### src/rtl/ee_rd_pkg.sv
package ee_rd_pkg;

    // Idle clock pulses given before and after every access.
    localparam int unsigned IDLE_PULSES = 26;
    // Idle stretch: pulses, one low step with select high, one deselected step.
    localparam int unsigned IDLE_STEPS  = 2 * IDLE_PULSES + 2;
    // Start bit plus two opcode bits.
    localparam int unsigned HDR_BITS    = 3;
    // Leading zeros ahead of the start bit.
    localparam int unsigned LEAD_ZEROS  = 2;

    typedef enum logic [2:0] {
        PH_IDLE,
        PH_PRE,
        PH_WAKE,
        PH_CMD,
        PH_DATA,
        PH_POST
    } phase_e;

    typedef struct packed {
        logic cs;
        logic sk;
        logic di;
    } pins_t;

    // Read command: start bit 1, opcode 10, then the address.
    function automatic logic [31:0] read_cmd(input logic [31:0] addr, input int unsigned aw);
        return (32'd6 << aw) | addr;
    endfunction

    function automatic int unsigned max3(input int unsigned a, input int unsigned b,
                                         input int unsigned c);
        int unsigned m;
        m = (a > b) ? a : b;
        return (m > c) ? m : c;
    endfunction

endpackage

### src/rtl/ee_rd_divider.sv
module ee_rd_divider #(
    parameter int unsigned HALF_DIV = 250
) (
    input  logic clk,
    input  logic rst,
    input  logic run,
    output logic tick
);
    localparam int unsigned CW = (HALF_DIV > 1) ? $clog2(HALF_DIV) : 1;
    localparam logic [CW-1:0] CNT_LAST = CW'(HALF_DIV - 1);

    logic [CW-1:0] cnt_q;

    assign tick = run && (cnt_q == CNT_LAST);

    always_ff @(posedge clk) begin
        if (rst || !run || tick) begin
            cnt_q <= '0;
        end else begin
            cnt_q <= cnt_q + 1'b1;
        end
    end
endmodule

### src/rtl/ee_rd_sequencer.sv
module ee_rd_sequencer
    import ee_rd_pkg::*;
#(
    parameter int unsigned ADDR_W = 6,
    parameter int unsigned DATA_W = 16
) (
    input  logic              clk,
    input  logic              rst,
    input  logic              req,
    input  logic [ADDR_W-1:0] addr,
    input  logic              tick,
    output logic              busy,
    output logic              done,
    output logic              sample,
    output pins_t             pins
);
    localparam int unsigned CMD_BITS  = LEAD_ZEROS + HDR_BITS + ADDR_W;
    localparam int unsigned MAX_STEPS = max3(IDLE_STEPS, 2 * CMD_BITS, 2 * DATA_W);
    localparam int unsigned SW        = $clog2(MAX_STEPS);
    localparam logic [SW-1:0] IDLE_LAST  = SW'(IDLE_STEPS - 1);
    localparam logic [SW-1:0] PULSE_END  = SW'(2 * IDLE_PULSES);
    localparam logic [SW-1:0] CMD_LAST   = SW'(2 * CMD_BITS - 1);
    localparam logic [SW-1:0] DATA_LAST  = SW'(2 * DATA_W - 1);

    phase_e              phase_q;
    logic [SW-1:0]       step_q;
    logic [CMD_BITS-1:0] cmd_q;
    logic                done_q;
    logic [SW-1:0]       last_step;
    phase_e              phase_nx;

    always_comb begin
        unique case (phase_q)
            PH_PRE, PH_POST: last_step = IDLE_LAST;
            PH_WAKE:         last_step = SW'(1);
            PH_CMD:          last_step = CMD_LAST;
            PH_DATA:         last_step = DATA_LAST;
            default:         last_step = '0;
        endcase
    end

    always_comb begin
        unique case (phase_q)
            PH_PRE:  phase_nx = PH_WAKE;
            PH_WAKE: phase_nx = PH_CMD;
            PH_CMD:  phase_nx = PH_DATA;
            PH_DATA: phase_nx = PH_POST;
            default: phase_nx = PH_IDLE;
        endcase
    end

    always_ff @(posedge clk) begin
        if (rst) begin
            phase_q <= PH_IDLE;
            step_q  <= '0;
            cmd_q   <= '0;
            done_q  <= 1'b0;
        end else begin
            done_q <= 1'b0;
            if (phase_q == PH_IDLE) begin
                if (req) begin
                    phase_q <= PH_PRE;
                    step_q  <= '0;
                    cmd_q   <= CMD_BITS'(read_cmd(32'(addr), ADDR_W));
                end
            end else if (tick) begin
                if (step_q == last_step) begin
                    step_q  <= '0;
                    phase_q <= phase_nx;
                    if (phase_q == PH_POST) begin
                        done_q <= 1'b1;
                    end
                end else begin
                    step_q <= step_q + 1'b1;
                    if (phase_q == PH_CMD && step_q[0]) begin
                        cmd_q <= cmd_q << 1;
                    end
                end
            end
        end
    end

    // Pin decode from the registered phase and step.
    always_comb begin
        pins = '0;
        unique case (phase_q)
            PH_PRE, PH_POST: begin
                pins.cs = (step_q != IDLE_LAST);
                pins.sk = (step_q < PULSE_END) && step_q[0];
            end
            PH_WAKE, PH_DATA: begin
                pins.cs = 1'b1;
                pins.sk = step_q[0];
            end
            PH_CMD: begin
                pins.cs = 1'b1;
                pins.sk = step_q[0];
                pins.di = cmd_q[CMD_BITS-1];
            end
            default: pins = '0;
        endcase
    end

    assign busy   = (phase_q != PH_IDLE);
    assign done   = done_q;
    assign sample = tick && (phase_q == PH_DATA) && step_q[0];
endmodule

### src/rtl/ee_rd_capture.sv
module ee_rd_capture #(
    parameter int unsigned DATA_W      = 16,
    parameter int unsigned SYNC_STAGES = 2
) (
    input  logic              clk,
    input  logic              rst,
    input  logic              din,
    input  logic              sample,
    output logic [DATA_W-1:0] word
);
    logic [SYNC_STAGES:0] sync_q;
    logic [DATA_W-1:0]    word_q;

    assign sync_q[0] = din;

    for (genvar s = 0; s < SYNC_STAGES; s++) begin : g_sync
        always_ff @(posedge clk) begin
            if (rst) begin
                sync_q[s+1] <= 1'b0;
            end else begin
                sync_q[s+1] <= sync_q[s];
            end
        end
    end

    always_ff @(posedge clk) begin
        if (rst) begin
            word_q <= '0;
        end else if (sample) begin
            word_q <= {word_q[DATA_W-2:0], sync_q[SYNC_STAGES]};
        end
    end

    assign word = word_q;
endmodule

### src/rtl/ee_word_reader.sv
module ee_word_reader
    import ee_rd_pkg::*;
#(
    parameter int unsigned CLK_MHZ     = 125,
    parameter int unsigned HALF_NS     = 2000,
    parameter int unsigned ADDR_W      = 6,
    parameter int unsigned DATA_W      = 16,
    parameter int unsigned SYNC_STAGES = 2
) (
    input  logic              clk,
    input  logic              rst,
    input  logic              rd_req,
    input  logic [ADDR_W-1:0] rd_addr,
    output logic              busy,
    output logic              done,
    output logic [DATA_W-1:0] rd_data,
    output logic              ee_cs,
    output logic              ee_sk,
    output logic              ee_di,
    input  logic              ee_do
);
    localparam int unsigned HALF_RAW = (CLK_MHZ * HALF_NS + 999) / 1000;
    localparam int unsigned HALF_DIV = (HALF_RAW > SYNC_STAGES + 1) ? HALF_RAW : SYNC_STAGES + 1;

    logic  tick;
    logic  sample;
    pins_t pins;

    ee_rd_divider #(.HALF_DIV(HALF_DIV)) u_div (
        .clk  (clk),
        .rst  (rst),
        .run  (busy),
        .tick (tick)
    );

    ee_rd_sequencer #(.ADDR_W(ADDR_W), .DATA_W(DATA_W)) u_seq (
        .clk    (clk),
        .rst    (rst),
        .req    (rd_req),
        .addr   (rd_addr),
        .tick   (tick),
        .busy   (busy),
        .done   (done),
        .sample (sample),
        .pins   (pins)
    );

    ee_rd_capture #(.DATA_W(DATA_W), .SYNC_STAGES(SYNC_STAGES)) u_cap (
        .clk    (clk),
        .rst    (rst),
        .din    (ee_do),
        .sample (sample),
        .word   (rd_data)
    );

    assign ee_cs = pins.cs;
    assign ee_sk = pins.sk;
    assign ee_di = pins.di;
endmodule

### config.mk
export PLATFORM = sky130hd
export DESIGN_NAME = ee_word_reader
export DESIGN_NICKNAME = d
export VERILOG_FILES = /design/src/rtl/ee_rd_pkg.sv /design/src/rtl/ee_rd_divider.sv /design/src/rtl/ee_rd_sequencer.sv /design/src/rtl/ee_rd_capture.sv /design/src/rtl/ee_word_reader.sv
export SDC_FILE = /design/constraint.sdc
export NUM_CORES = 1
export LEC_CHECK = 0
export BUFFER_PORTS_ARGS = -buffer_cell sky130_fd_sc_hd__buf_2
export CORE_AREA = 5 5 60 89
export CTS_BUF_LIST = sky130_fd_sc_hd__clkbuf_2
export CTS_CLUSTER_SIZE = 30
export DETAILED_ROUTE_END_ITERATION = 7
export DIE_AREA = 0 0 65 94
export MAX_ROUTING_LAYER = met4
export PLACE_DENSITY_LB_ADDON = 0.25
export SYNTH_ARGS = -nofsm -noshare
export SYNTH_HDL_FRONTEND = slang
export SYNTH_HIERARCHICAL = 1
export SYNTH_SLANG_ARGS = --single-unit
### constraint.sdc
create_clock -name clk -period 2.1 [get_ports clk]
set_clock_uncertainty 0.2 [all_clocks]
set_input_delay 0.21 -clock clk [delete_from_list [all_inputs] [get_ports clk]]
set_output_delay 0.21 -clock clk [all_outputs]
set_load 0.02 [all_outputs]
==> results of run 1 <==
-- cells by family after synthesis --
group                      after synthesis
muxes                                   21
adders and majority gates                4
buffers and inverters                   24
xor gates and xnor gates                 4
DFF                                     47
and+or+nand+nor                        118
AOI/OAI and AO/OA                       46
-- repair_timing --
action	in CTS	in global routing
cloned	0	1
hold buffers	9	0
setup endpoints to repair	11	25
endpoints found under the hold margin	13	0
gates resized for setup	18	39
pin swaps	13	25
setup buffers	5	12
-- sequential cells by signal, indices dropped and copies added, names as in the netlist --
signal	cells
u_cap/sync_q	2
u_cap/word	16
u_div/cnt_q	8
u_seq/cmd_q	11
u_seq/done	1
u_seq/phase_q	3
u_seq/step_q	6
-- layout make-up --
class,count,area share (%)
Sequential cell,47,30.6
Tap cell,48,1.90
Multi-Input combinational cell,193,43.4
Clock inverter,3,1.51
Inverter,6,0.792
Clock buffer,5,0.792
Timing Repair Buffer,85,21.0
-- per-layer routing --
| layer | part of all wire, % | wire length, um | vias up | global-route usage (%) |
|---|---|---|---|---|
| li1 | - | - | 1075 | - |
| met3 | 3.3 | 181 | 17 | 3.83 |
| met1 | 40 | 2200 | 1037 | 18.4 |
| met5 | 0 | 0 | - | - |
| met2 | 53 | 2940 | 57 | 32.2 |
| met4 | 3.2 | 176 | 0 | 10.1 |
-- layout by cell type (no fill, tap or decap), types with 6 or more instances in the layout --
| cell | synthesis | layout |
|---|---|---|
| sky130_fd_sc_hd__buf_4 | 1 | 39 |
| sky130_fd_sc_hd__dfxtp_1 | 47 | 37 |
| sky130_fd_sc_hd__nor2_1 | 35 | 35 |
| sky130_fd_sc_hd__buf_2 | 5 | 26 |
| sky130_fd_sc_hd__nand2_1 | 26 | 23 |
| sky130_fd_sc_hd__mux2i_1 | 21 | 21 |
| sky130_fd_sc_hd__nand3_1 | 12 | 11 |
| sky130_fd_sc_hd__dlygate4sd3_1 | 0 | 9 |
| sky130_fd_sc_hd__a21oi_1 | 12 | 9 |
| sky130_fd_sc_hd__buf_6 | 2 | 8 |
| sky130_fd_sc_hd__nor3_1 | 9 | 8 |
| sky130_fd_sc_hd__o21ai_0 | 6 | 6 |
-- worst max-delay path by stage --
stage,slack (ns),start,cells past startpoint,endpoint
after floorplan,-0.10,u_div/cnt_q[0],10,u_seq/cmd_q[5]
after global placement,0.02,u_div/cnt_q[1],9,u_seq/cmd_q[5]
after detailed placement,-0.03,u_div/cnt_q[1],9,u_seq/cmd_q[5]
after CTS,-0.05,u_seq/step_q[0],6,ee_cs
after global routing,-0.15,u_seq/step_q[1],7,ee_cs
final,-0.07,u_div/cnt_q[1],11,u_seq/cmd_q[2]
-- worst reg2reg max path: cells and delay by family (launching register included) --
kind,cells,cell delay (ns)
simple gates,5,0.86
fa+ha+maj,1,0.12
mux,1,0.15
buf+inv,2,0.20
compound gates,2,0.19
flops,1,0.39
-- per-stage QoR --
| step | setup slack (ns) | cells | area (um^2) | TNS (ns) | utilization (%) |
|---|---|---|---|---|---|
| detailed placement | -0.0305 | 352 | 2640 | -0.0734 | 59.0 |
| floorplan | -0.105 | 264 | 2320 | -0.318 | - |
| global placement | 0.0193 | 352 | 2640 | 0 | 59.0 |
| global route | -0.145 | 387 | 3160 | -1.53 | 70.7 |
| CTS | -0.0484 | 374 | 2900 | -0.0757 | 64.9 |
| finish | -0.0690 | 387 | 3160 | -0.211 | 70.7 |
-- power breakdown --
part,leakage (uW),internal (uW),switching (uW)
clock,0.0000436,208,322
combinational,0.000849,98.5,97.2
sequential,0.000387,906,10.8
==> results.md, run 1 <==
- Via count: ~2200
- Final number of setup-violating endpoints: 6
- GRT Resource Usage Total: approximately 18%
- Post-DR wirelength/cell: approximately 14 um
- Post-DR vias/cell: about 5.6
- List of cells traversed by the critical path: inv_2, ha_4, nor2b_4, and4_4, nand2_2, or3_4, buf_6, a21o_1, mux2i_1, a221oi_2, nor2_1
- Measured slew at the worst slew-check pin: around 0.33 ns
- H-tree depth: 2
- Dominant cell by count in the synthesized netlist: sky130_fd_sc_hd__dfxtp_1
- CP arrival: 2.37 ns
- Gr ovfl total: 0
- Synth Net Count: 278
- Number of distinct library cells after synthesis: 56
- Flip-flop cell with the highest count after synthesis: sky130_fd_sc_hd__dfxtp_1
- Final Critical Period: 2.17 ns
- Worst setup slack for register-to-register paths: -0.07 ns
- Path class of the lowest-slack min-delay path: reg -> reg
- Post-detailed-route DRC marker count: 0
- Static leakage: 0.00128 uW
- Power density of the placed cells: around 520 nW/um^2
- Yosys top cell area share: approximately two fifths
- Start-to-end type of the worst setup path: reg -> reg
- Simple-gate share of the synthesized area: a little over a quarter
- Number of buffers added by the clock tree synthesis step: 5
- Sum of routed wire length over all layers: about 5500 um
- Total of buffers placed on input and output ports: 30
- Sequential cell area: between 900 and 1000 um^2
- Start point of the worst min-delay path: u_cap/sync_q[1]
- Max frequency: ~460 MHz
- Largest vdd supply drop: 489 uV
- Number of search-and-repair iterations in the first detailed-routing pass: 4
- RSZ-0062 raised after global routing: yes
- Power, Total: approximately 1600 uW
- Cell accounting for the most synthesized area: sky130_fd_sc_hd__dfxtp_1
- Skew-Pair Late Insertion Delay: between 0.4 and 0.5 ns
- Core area: between 4000 and 5000 um^2
- Largest family of logic cells by synthesized area: simple AND/OR/NAND/NOR gates
- Clock tree from TritonCTS: yes
- Fraction of synthesized area in multiplexers: under 10%
- Ratio of cells with drive above 1 in the final layout: 40.1%
- Count of maximum capacitance violations: 0
- Top cells by instance count after synthesis: sky130_fd_sc_hd__dfxtp_1, sky130_fd_sc_hd__nor2_1, sky130_fd_sc_hd__nand2_1
- Clock tree sinks: 47
- Worst slew margin relative to its limit: between 70% and 80%
- Launching element type of the critical path: flop
- Final estimated routing congestion in global placement: just under 0.9
- Initial standard-cell utilization of the core: just over 50%
- Compound-gate portion of the synthesized area: 13.8%
- Kind of end point of the critical path: flop
- Number of antenna violations at the first check in global routing: 0
- Count of flip-flops with a built-in enable after synthesis: 0
- Height of the die: roughly 94 um
- Final count of hold timing violations: 0
- DP Wirelength: between 3000 and 4000 um
- Count of state elements after synthesis: 47
- Area added between synthesis and finish: 38.2%
- Final count of pins violating max slew: 0
- Clock Tree Root: sky130_fd_sc_hd__clkbuf_2
- Horizontal extent of the die: roughly 65 um
- Sequential element share of the synthesized area: 41.2%
- Synthesized-area fraction occupied by xor and xnor cells: about 1.5%
- Maximum fanout along the worst path: 4
- Largest net degree at the start of global routing: 25
- Critical path's slowest cell: sky130_fd_sc_hd__dfxtp_2
- Clock Tree Buf Depth: 2
- Combined area of the multi-input logic cells: about 1400 um^2
- WHS Endpoint: u_cap/sync_q[2]
- # rows: 30
- Launch point of the worst reg-to-reg path: u_div/cnt_q[1]
- First-pass GRT wire length: about 8500 um
- Area enclosed by the die boundary: between 6000 and 7000 um^2
- Number of standard cells after synthesis: approximately 260
- Critical path buffer and inverter count: 2
- Post-route worst setup slack: -0.0690 ns
- Ports placed on the boundary: 31
- ANT cells: 0
- Post-DRT Antenna Nets: 0
- Via count of the first global-routing pass: slightly above 2000
- Final-layout fill cell count: 349
- Family with the most delay on the worst path: simple AND/OR/NAND/NOR gates
- Total standard cell area after synthesis: approximately 2300 um^2
- Number of cells traversed by the worst hold path: 1
- Number of cells on the worst reg-to-reg path: 11
- Violated checks: setup timing
- Asr flop ratio synth: 0%
- Area contributors post-synth: sky130_fd_sc_hd__dfxtp_1, sky130_fd_sc_hd__mux2i_1, sky130_fd_sc_hd__nor2_1, sky130_fd_sc_hd__nand2_1, sky130_fd_sc_hd__a21oi_1
- Number of DRC markers after the initial detailed-route iteration: ~140
- Post-route fraction of the period consumed by the critical path: 103%
- Clock input transition at the sequential cells of the worst setup and hold paths: between 0.2 and 0.3 ns
- Run status: finished with violations
- Post-layout nets: around 350
- Worst hold margin: roughly 0.27 ns
- Avg Synthesized Cell Area: just under 9 um^2
- Terminus of the critical flop-to-flop path: u_seq/cmd_q[2]
- Critical Path Max Stage Delay: a little under 0.4 ns
- Ys Warns: 6
- Post-synthesis share of cell area spent on full adders, half adders and majority gates: 2.19%
- Critical path data required time: around 2.3 ns
Note: power is estimated with default switching activity, not from simulation.
==> run 2, diff against run 1 <==
Settings changed: CORE_AREA 5 5 60 89 to 5 5 55 82, DIE_AREA 0 0 65 94 to 0 0 60 87.
Clock period 2.1 ns to 2.5 ns, I/O delays scaled along.
==> run 2 against run 1 <==
Net effect:
- the flow now finishes without violations
- setup slack improved by 0.24 ns
- core utilization fell by 0.63 points
- critical path depth fell by 2
- sequential share of layout area rose by 4.9 points
- power fell by 20%
- flip-flop and latch count did not move
- largest power group unchanged
- register-to-register slack improved by 0.24 ns
- critical path type unchanged
- first-iteration DRC count fell by 27%
==> results.md, run 2 (same netlist as run 1, synthesis figures left out) <==
- Sequential Power Share: between 50% and 60%
- Share of total power in combinational logic: under 10%
- M3 GR Usage: around 3.4%
- Worst hold margin: roughly 0.27 ns
- Most common cell after layout, fill and taps aside: sky130_fd_sc_hd__dfxtp_1
- RSZ-0062 raised after global routing: no
- Gr ovfl total: 0
- Critical Path Max Stage Delay: around 0.40 ns
- Horizontal extent of the die: 60 um
- Global Route met1 Usage: 21.8%
- Height of the die: slightly below 90 um
- Count of maximum capacitance violations: 0
- Critical path data required time: 2.68 ns
- ANT cells: 0
- Via count: between 1500 and 2000
- Post-DR wirelength/cell: ~13 um
- # rows: 28
- Number of flip-flops in the largest register: 16
- Met2 track utilization from global routing: 34.2%
- Post-DR vias/cell: about 5.6
- Most utilized layer in the global route result: met2
- DP Wirelength: 3310 um
- Skew-Pair Late Insertion Delay: roughly 0.43 ns
- CP arrival: roughly 2.5 ns
- Number of buffers added by the clock tree synthesis step: 5
- Final estimated routing congestion in global placement: between 0.8 and 0.9
- Clock tree sinks: 47
- Number of search-and-repair iterations in the first detailed-routing pass: 4
- Net Sw Power: between 300 and 400 uW
- Start-to-end type of the worst setup path: reg -> reg
- Number of DRC markers after the initial detailed-route iteration: 103
- Measured slew at the worst slew-check pin: 0.376 ns
- Total cell area at the placement stage: ~2500 um^2
- Area added between synthesis and finish: 16.0%
- Total of buffers placed on input and output ports: 30
- Static leakage: between 0.001 and 0.0015 uW
- Clock input transition at the sequential cells of the worst setup and hold paths: around 0.24 ns
- Post-route fraction of the period consumed by the critical path: between 90% and 100%
- Relative contribution of the clock network to total power: between 30% and 40%
- GRT Resource Usage Total: 19.6%
- Initial standard-cell utilization of the core: approximately three fifths
- Via count of the first global-routing pass: about 1800
- Worst slew margin relative to its limit: between 70 and 80%
- Core area: around 3800 um^2
- Final number of setup-violating endpoints: 0
- Number of antenna violations at the first check in global routing: 0
- Highest-count cells in the layout ignoring fill and taps: sky130_fd_sc_hd__dfxtp_1, sky130_fd_sc_hd__nor2_1, sky130_fd_sc_hd__buf_2
- Largest vdd supply drop: approximately 440 uV
- Clock Tree Buf Depth: 2
- First-pass GRT wire length: 7820 um
- H-tree depth: 2
- Sum of routed wire length over all layers: 4620 um
- List of cells traversed by the critical path: inv_1, ha_1, nor2b_1, and4_2, nand2_1, or3_4, or2_4, a2bb2oi_1, a21oi_1
- Run status: complete, no violations
- Area enclosed by the die boundary: 5220 um^2
- Largest net degree at the start of global routing: 32
- Post-detailed-route DRC marker count: 0
- Path class of the lowest-slack min-delay path: reg -> reg
- Final count of pins violating max slew: 0
- Switching portion of total power: between 20 and 25%
- Post-layout nets: 319
- Setup tns final: 0 ns
- Kind of end point of the critical path: flop
- Ratio of cells with drive above 1 in the final layout: ~22%
- Clock tree from TritonCTS: yes
- Power density of the placed cells: between 400 and 500 nW/um^2
- Critical path's slowest cell: sky130_fd_sc_hd__dfxtp_2
- Launching element type of the critical path: flop
- Clock Tree Root: sky130_fd_sc_hd__clkbuf_2
- Final count of hold timing violations: 0
- Max frequency: about 430 MHz
- Post-DRT Antenna Nets: 0
- Post-route cell area: about 2700 um^2
- Ports placed on the boundary: 31
- Final-layout fill cell count: about 320
- Maximum fanout along the worst path: 7
- Final Critical Period: approximately 2.3 ns
- Internal power: approximately 1000 uW
## run 2: cell types whose count changed in the layout (fill, tap and decap cells not counted), sizes merged
| cell | delta |
|---|---|
| clkinv | -1 |
| buf | -32 |
| clkbuf | -1 |
| clkinvlp | +1 |
## run 2: final timing paths
kind                                 startpoint               to  slack [ns]  cells past startpoint
worst max-delay path             u_div/cnt_q[1]   u_seq/cmd_q[5]        0.17                      9
worst min-delay path            u_cap/sync_q[1]  u_cap/sync_q[2]        0.27                      1
worst max register to register   u_div/cnt_q[1]   u_seq/cmd_q[5]        0.17                      9
worst min register to register  u_cap/sync_q[1]  u_cap/sync_q[2]        0.27                      1
## run 2: repair_timing
item / 4_1_cts / 5_1_grt
hold buffers: 9 / 0
resized for setup: 0 / 3
hold endpoints to repair: 10 / 0
endpoints found under the setup margin: 0 / 6
setup buffers: 0 / 0
## run 2: cell type report
cell class              instances  area, um^2  share of cell area (%)
multi-input cells             193        1220                    46.1
well taps                      45        56.3                    2.12
clock buffers                   5        25.0                   0.944
flip-flops and latches         47         942                    35.5
clock inverters                 3        46.3                    1.75
inverters                       6        22.5                   0.849
repair buffers                 52         338                    12.7
## run 2: critical path, delay by kind of cell, from the launching register on
family | cells | cell delay [ns]
flip-flops | 1 | 0.40
adder cells (fa/ha/maj) | 1 | 0.14
AND/OR/NAND/NOR | 5 | 1.19
AO/OA/AOI/OAI | 2 | 0.29
buffers and inverters | 1 | 0.06
## run 2: power by group through the flow
stage / Sequential (uW) / Combinational [uW] / Clock [uW]
finish: 773 / 123 / 419
global route: 775 / 136 / 469
floorplan: 785 / 74.2 / 0
CTS: 773 / 122 / 435
global placement: 786 / 109 / 0
detailed placement: 787 / 111 / 0
## run 2: stage by stage
| step | power (uW) | utilization [%] | setup WS, ns | std cells |
|---|---|---|---|---|
| after floorplan | 859 | - | 0.136 | 264 |
| after global placement | 895 | 65.6 | 0.198 | 334 |
| after detailed placement | 897 | 65.6 | 0.102 | 334 |
| after CTS | 1330 | 69.8 | 0.0448 | 351 |
| after global routing | 1380 | 70.1 | 0.00918 | 351 |
| final | 1310 | 70.1 | 0.175 | 351 |
## run 2: layer usage
metal	vias to the layer above	part of all wire, %
li1	1004	-
met1	927	42
met2	33	53
met3	6	4.0
met4	0	1.5
met5	-	0
==> run 3, diff against run 2 <==
Settings changed: ABC_AREA set to 1, CAP_MARGIN set to 25, SYNTH_HIERARCHICAL 1 to unset.
==> run 3 against run 2 <==
Net effect:
- combinational power rose to 8.1 times the previous value
- sequential power is 23% higher
- clock power grew 23%
- die area unchanged
- cell area decreased by 0.76%
- wire length decreased by 6.1%
- synthesized cell count up 21%
- fmax is 2.0% higher
- count of clock-buffer cells in the layout unchanged
- area after synthesis fell by 0.44%
- critical path type unchanged
- critical endpoint is now u_seq.cmd_q[0]
- largest power group is now combinational logic
- highest routed layer unchanged
==> results.md, run 3 <==
- CP arrival: roughly 2.4 ns
- CP startpoint: u_div.cnt_q[0]
- Post-route fraction of the period consumed by the critical path: between 90% and 100%
- Clock tree from TritonCTS: yes
- Final number of setup-violating endpoints: 0
- Post-layout nets: 373
- H-tree depth: 2
- GRT Resource Usage Total: about a fifth
- Finished Layout Cells: 405
- Post-DRT Antenna Nets: 0
- Gr ovfl total: 0
- Count of state elements after synthesis: 47
- Cell accounting for the most synthesized area: sky130_fd_sc_hd__dfxtp_1
- Highest-count cells in the layout ignoring fill and taps: sky130_fd_sc_hd__nand2_1, sky130_fd_sc_hd__inv_1, sky130_fd_sc_hd__nor2_1
- Ports placed on the boundary: 31
- Skew-Pair Late Insertion Delay: ~0.42 ns
- Worst setup slack for register-to-register paths: around 0.22 ns
- # rows: 28
- Number of DRC markers after the initial detailed-route iteration: 60
- Final-layout fill cell count: 339
- Dominant cell by count in the synthesized netlist: sky130_fd_sc_hd__nand2_1
- ANT cells: 0
- Post-DR wirelength/cell: 10.7 um
- Static leakage: around 0.0012 uW
- Sequential element share of the synthesized area: approximately two fifths
- Via count: a little over 2000
- Run status: complete, no violations
- Clock tree sinks: between 40 and 50
- Height of the die: around 87 um
- Setup tns final: 0 ns
- Start point of the worst min-delay path: rd_req
- Initial standard-cell utilization of the core: 60.2%
- Horizontal extent of the die: roughly 60 um
- Final count of pins violating max slew: 0
- Final count of hold timing violations: 0
- Start-to-end type of the worst setup path: reg -> reg
- Clock Tree Buf Depth: 2
- Flip-flop cell with the highest count after synthesis: sky130_fd_sc_hd__dfxtp_1
- Area contributors post-synth: sky130_fd_sc_hd__dfxtp_1, sky130_fd_sc_hd__nand2_1, sky130_fd_sc_hd__inv_1, sky130_fd_sc_hd__nor2_1, sky130_fd_sc_hd__a21oi_1
- Asr flop ratio synth: 0%
- Measured slew at the worst slew-check pin: around 0.42 ns
- Count of flip-flops with a built-in enable after synthesis: 0
- Area enclosed by the die boundary: roughly 5200 um^2
- Top cells by instance count after synthesis: sky130_fd_sc_hd__nand2_1, sky130_fd_sc_hd__inv_1, sky130_fd_sc_hd__dfxtp_1
- Critical path data required time: ~2.6 ns
- Core area: 3780 um^2
- Sum of routed wire length over all layers: between 4000 and 5000 um
- DP Wirelength: 3090 um
- Number of standard cells after synthesis: 320
- Worst slew margin relative to its limit: around 72%
- Final estimated routing congestion in global placement: 0.823
- Max frequency: 439 MHz
- Number of antenna violations at the first check in global routing: 0
- Path class of the lowest-slack min-delay path: in -> reg
- Number of buffers added by the clock tree synthesis step: 5
- Number of flip-flops in the largest register: 16
- Largest net degree at the start of global routing: 33
- Final Core Density: a little over two thirds
- Largest vdd supply drop: 615 uV
- Post-detailed-route DRC marker count: 0
- Most common cell after layout, fill and taps aside: sky130_fd_sc_hd__nand2_1
- RSZ-0062 raised after global routing: no
- Power density of the placed cells: 937 nW/um^2
- Clock input transition at the sequential cells of the worst setup and hold paths: between 0.2 and 0.25 ns
- Total of buffers placed on input and output ports: 30
- Yosys top cell area share: 41.3%
- Synth Net Count: around 330
- Area added between synthesis and finish: 15.6%
- First-pass GRT wire length: approximately 7800 um
- Ratio of cells with drive above 1 in the final layout: a little under a fifth
- Total standard cell area after synthesis: approximately 2300 um^2
- Avg Synthesized Cell Area: between 7 and 8 um^2
- Launching element type of the critical path: flop
- Number of search-and-repair iterations in the first detailed-routing pass: 4
- Post-DR vias/cell: 5.08
- Count of placed standard cells including taps: ~390
- Final Critical Period: 2.28 ns
- Count of maximum capacitance violations: 0
- Via count of the first global-routing pass: 1941
- Clock Tree Root: sky130_fd_sc_hd__clkbuf_2
- Kind of end point of the critical path: flop
- Maximum fanout along the worst path: 19
- Number of distinct library cells after synthesis: 31
- Launch point of the worst reg-to-reg path: u_div.cnt_q[0]
- Ys Warns: 0
==> run 3: worst paths after layout <==
kind / endpoint / cells after the start
min: u_seq.phase_q[0] / 5
max reg2reg: u_seq.cmd_q[0] / 9
min reg2reg: u_cap.sync_q[2] / 2
max: u_seq.cmd_q[0] / 9
==> run 3: through the flow <==
step / hold slack, ns / setup slack, ns / power [uW] / cell area [um^2]
6_report: 0.0855 / 0.221 / 2470 / 2630
5_1_grt: 0.0415 / 0.0303 / 2690 / 2630
4_1_cts: 0.122 / 0.0228 / 2460 / 2610
3_5_place_dp: 0.213 / 0.575 / 1920 / 2430
3_3_place_gp: 0.194 / 0.630 / 1910 / 2430
2_1_floorplan: 0.112 / 0.808 / 1800 / 2280
==> run 3: critical path, cell delays in order, from the launching register on <==
cell and delay, ns:
sky130_fd_sc_hd__dfxtp_1 0.43, sky130_fd_sc_hd__ha_1 0.16, sky130_fd_sc_hd__nand2_1 0.05, sky130_fd_sc_hd__nor2_1 0.16
sky130_fd_sc_hd__nand3_4 0.13, sky130_fd_sc_hd__o21ai_4 0.13, sky130_fd_sc_hd__nand3_4 0.22, sky130_fd_sc_hd__nand2_2 0.12
sky130_fd_sc_hd__a21oi_2 0.05, sky130_fd_sc_hd__dlygate4sd3_1 0.54
==> run 3: timing repair <==
item / 4_1_cts / 5_1_grt
hold buffers: 9 / 0
gates resized for setup: 0 / 3
buffers inserted: 0 / 2
setup endpoints to repair: 0 / 1
hold endpoints to repair: 10 / 0
==> run 3: kinds of logic (layout without fill, tap and decap cells) <==
kind of cell	count (synthesis)	after routing	share of synthesized area, %
AOI/OAI and AO/OA	54	54	13.1
and+or+nand+nor	147	147	30.1
buffers and inverters	64	104	11.7
DFF	47	47	41.3
adders and majority gates	4	4	2.20
xor gates and xnor gates	4	4	1.54
==> run 3: cell type report <==
class / count / area, um^2 / area share, %
inverter: 53 / 199 / 7.56
clock buffer: 5 / 25.0 / 0.951
sequential: 47 / 945 / 35.9
tap: 45 / 56.3 / 2.14
timing repair buffer: 43 / 270 / 10.3
multi-input combinational: 209 / 1070 / 40.6
clock inverter: 3 / 67.6 / 2.57
==> run 3: power by group <==
group | total (uW) | internal, uW | leakage [uW] | switching (uW)
registers | 950 | 865 | 0.000383 | 85.0
clock network | 515 | 268 | 0.0000492 | 247
logic | 1000 | 338 | 0.000754 | 661
total | 2470 | 1470 | 0.00119 | 994
==> run 3: routing by layer <==
| metal | wire, um | share of wire [%] | vias up | GRT usage (%) |
|---|---|---|---|---|
| met1 | 1930 | 45 | 936 | 22.2 |
| li1 | - | - | 1079 | - |
| met4 | 85 | 2.0 | 0 | 8.06 |
| met3 | 134 | 3.1 | 10 | 4.30 |
| met2 | 2180 | 50 | 32 | 32.0 |
| met5 | 0 | 0 | - | - |
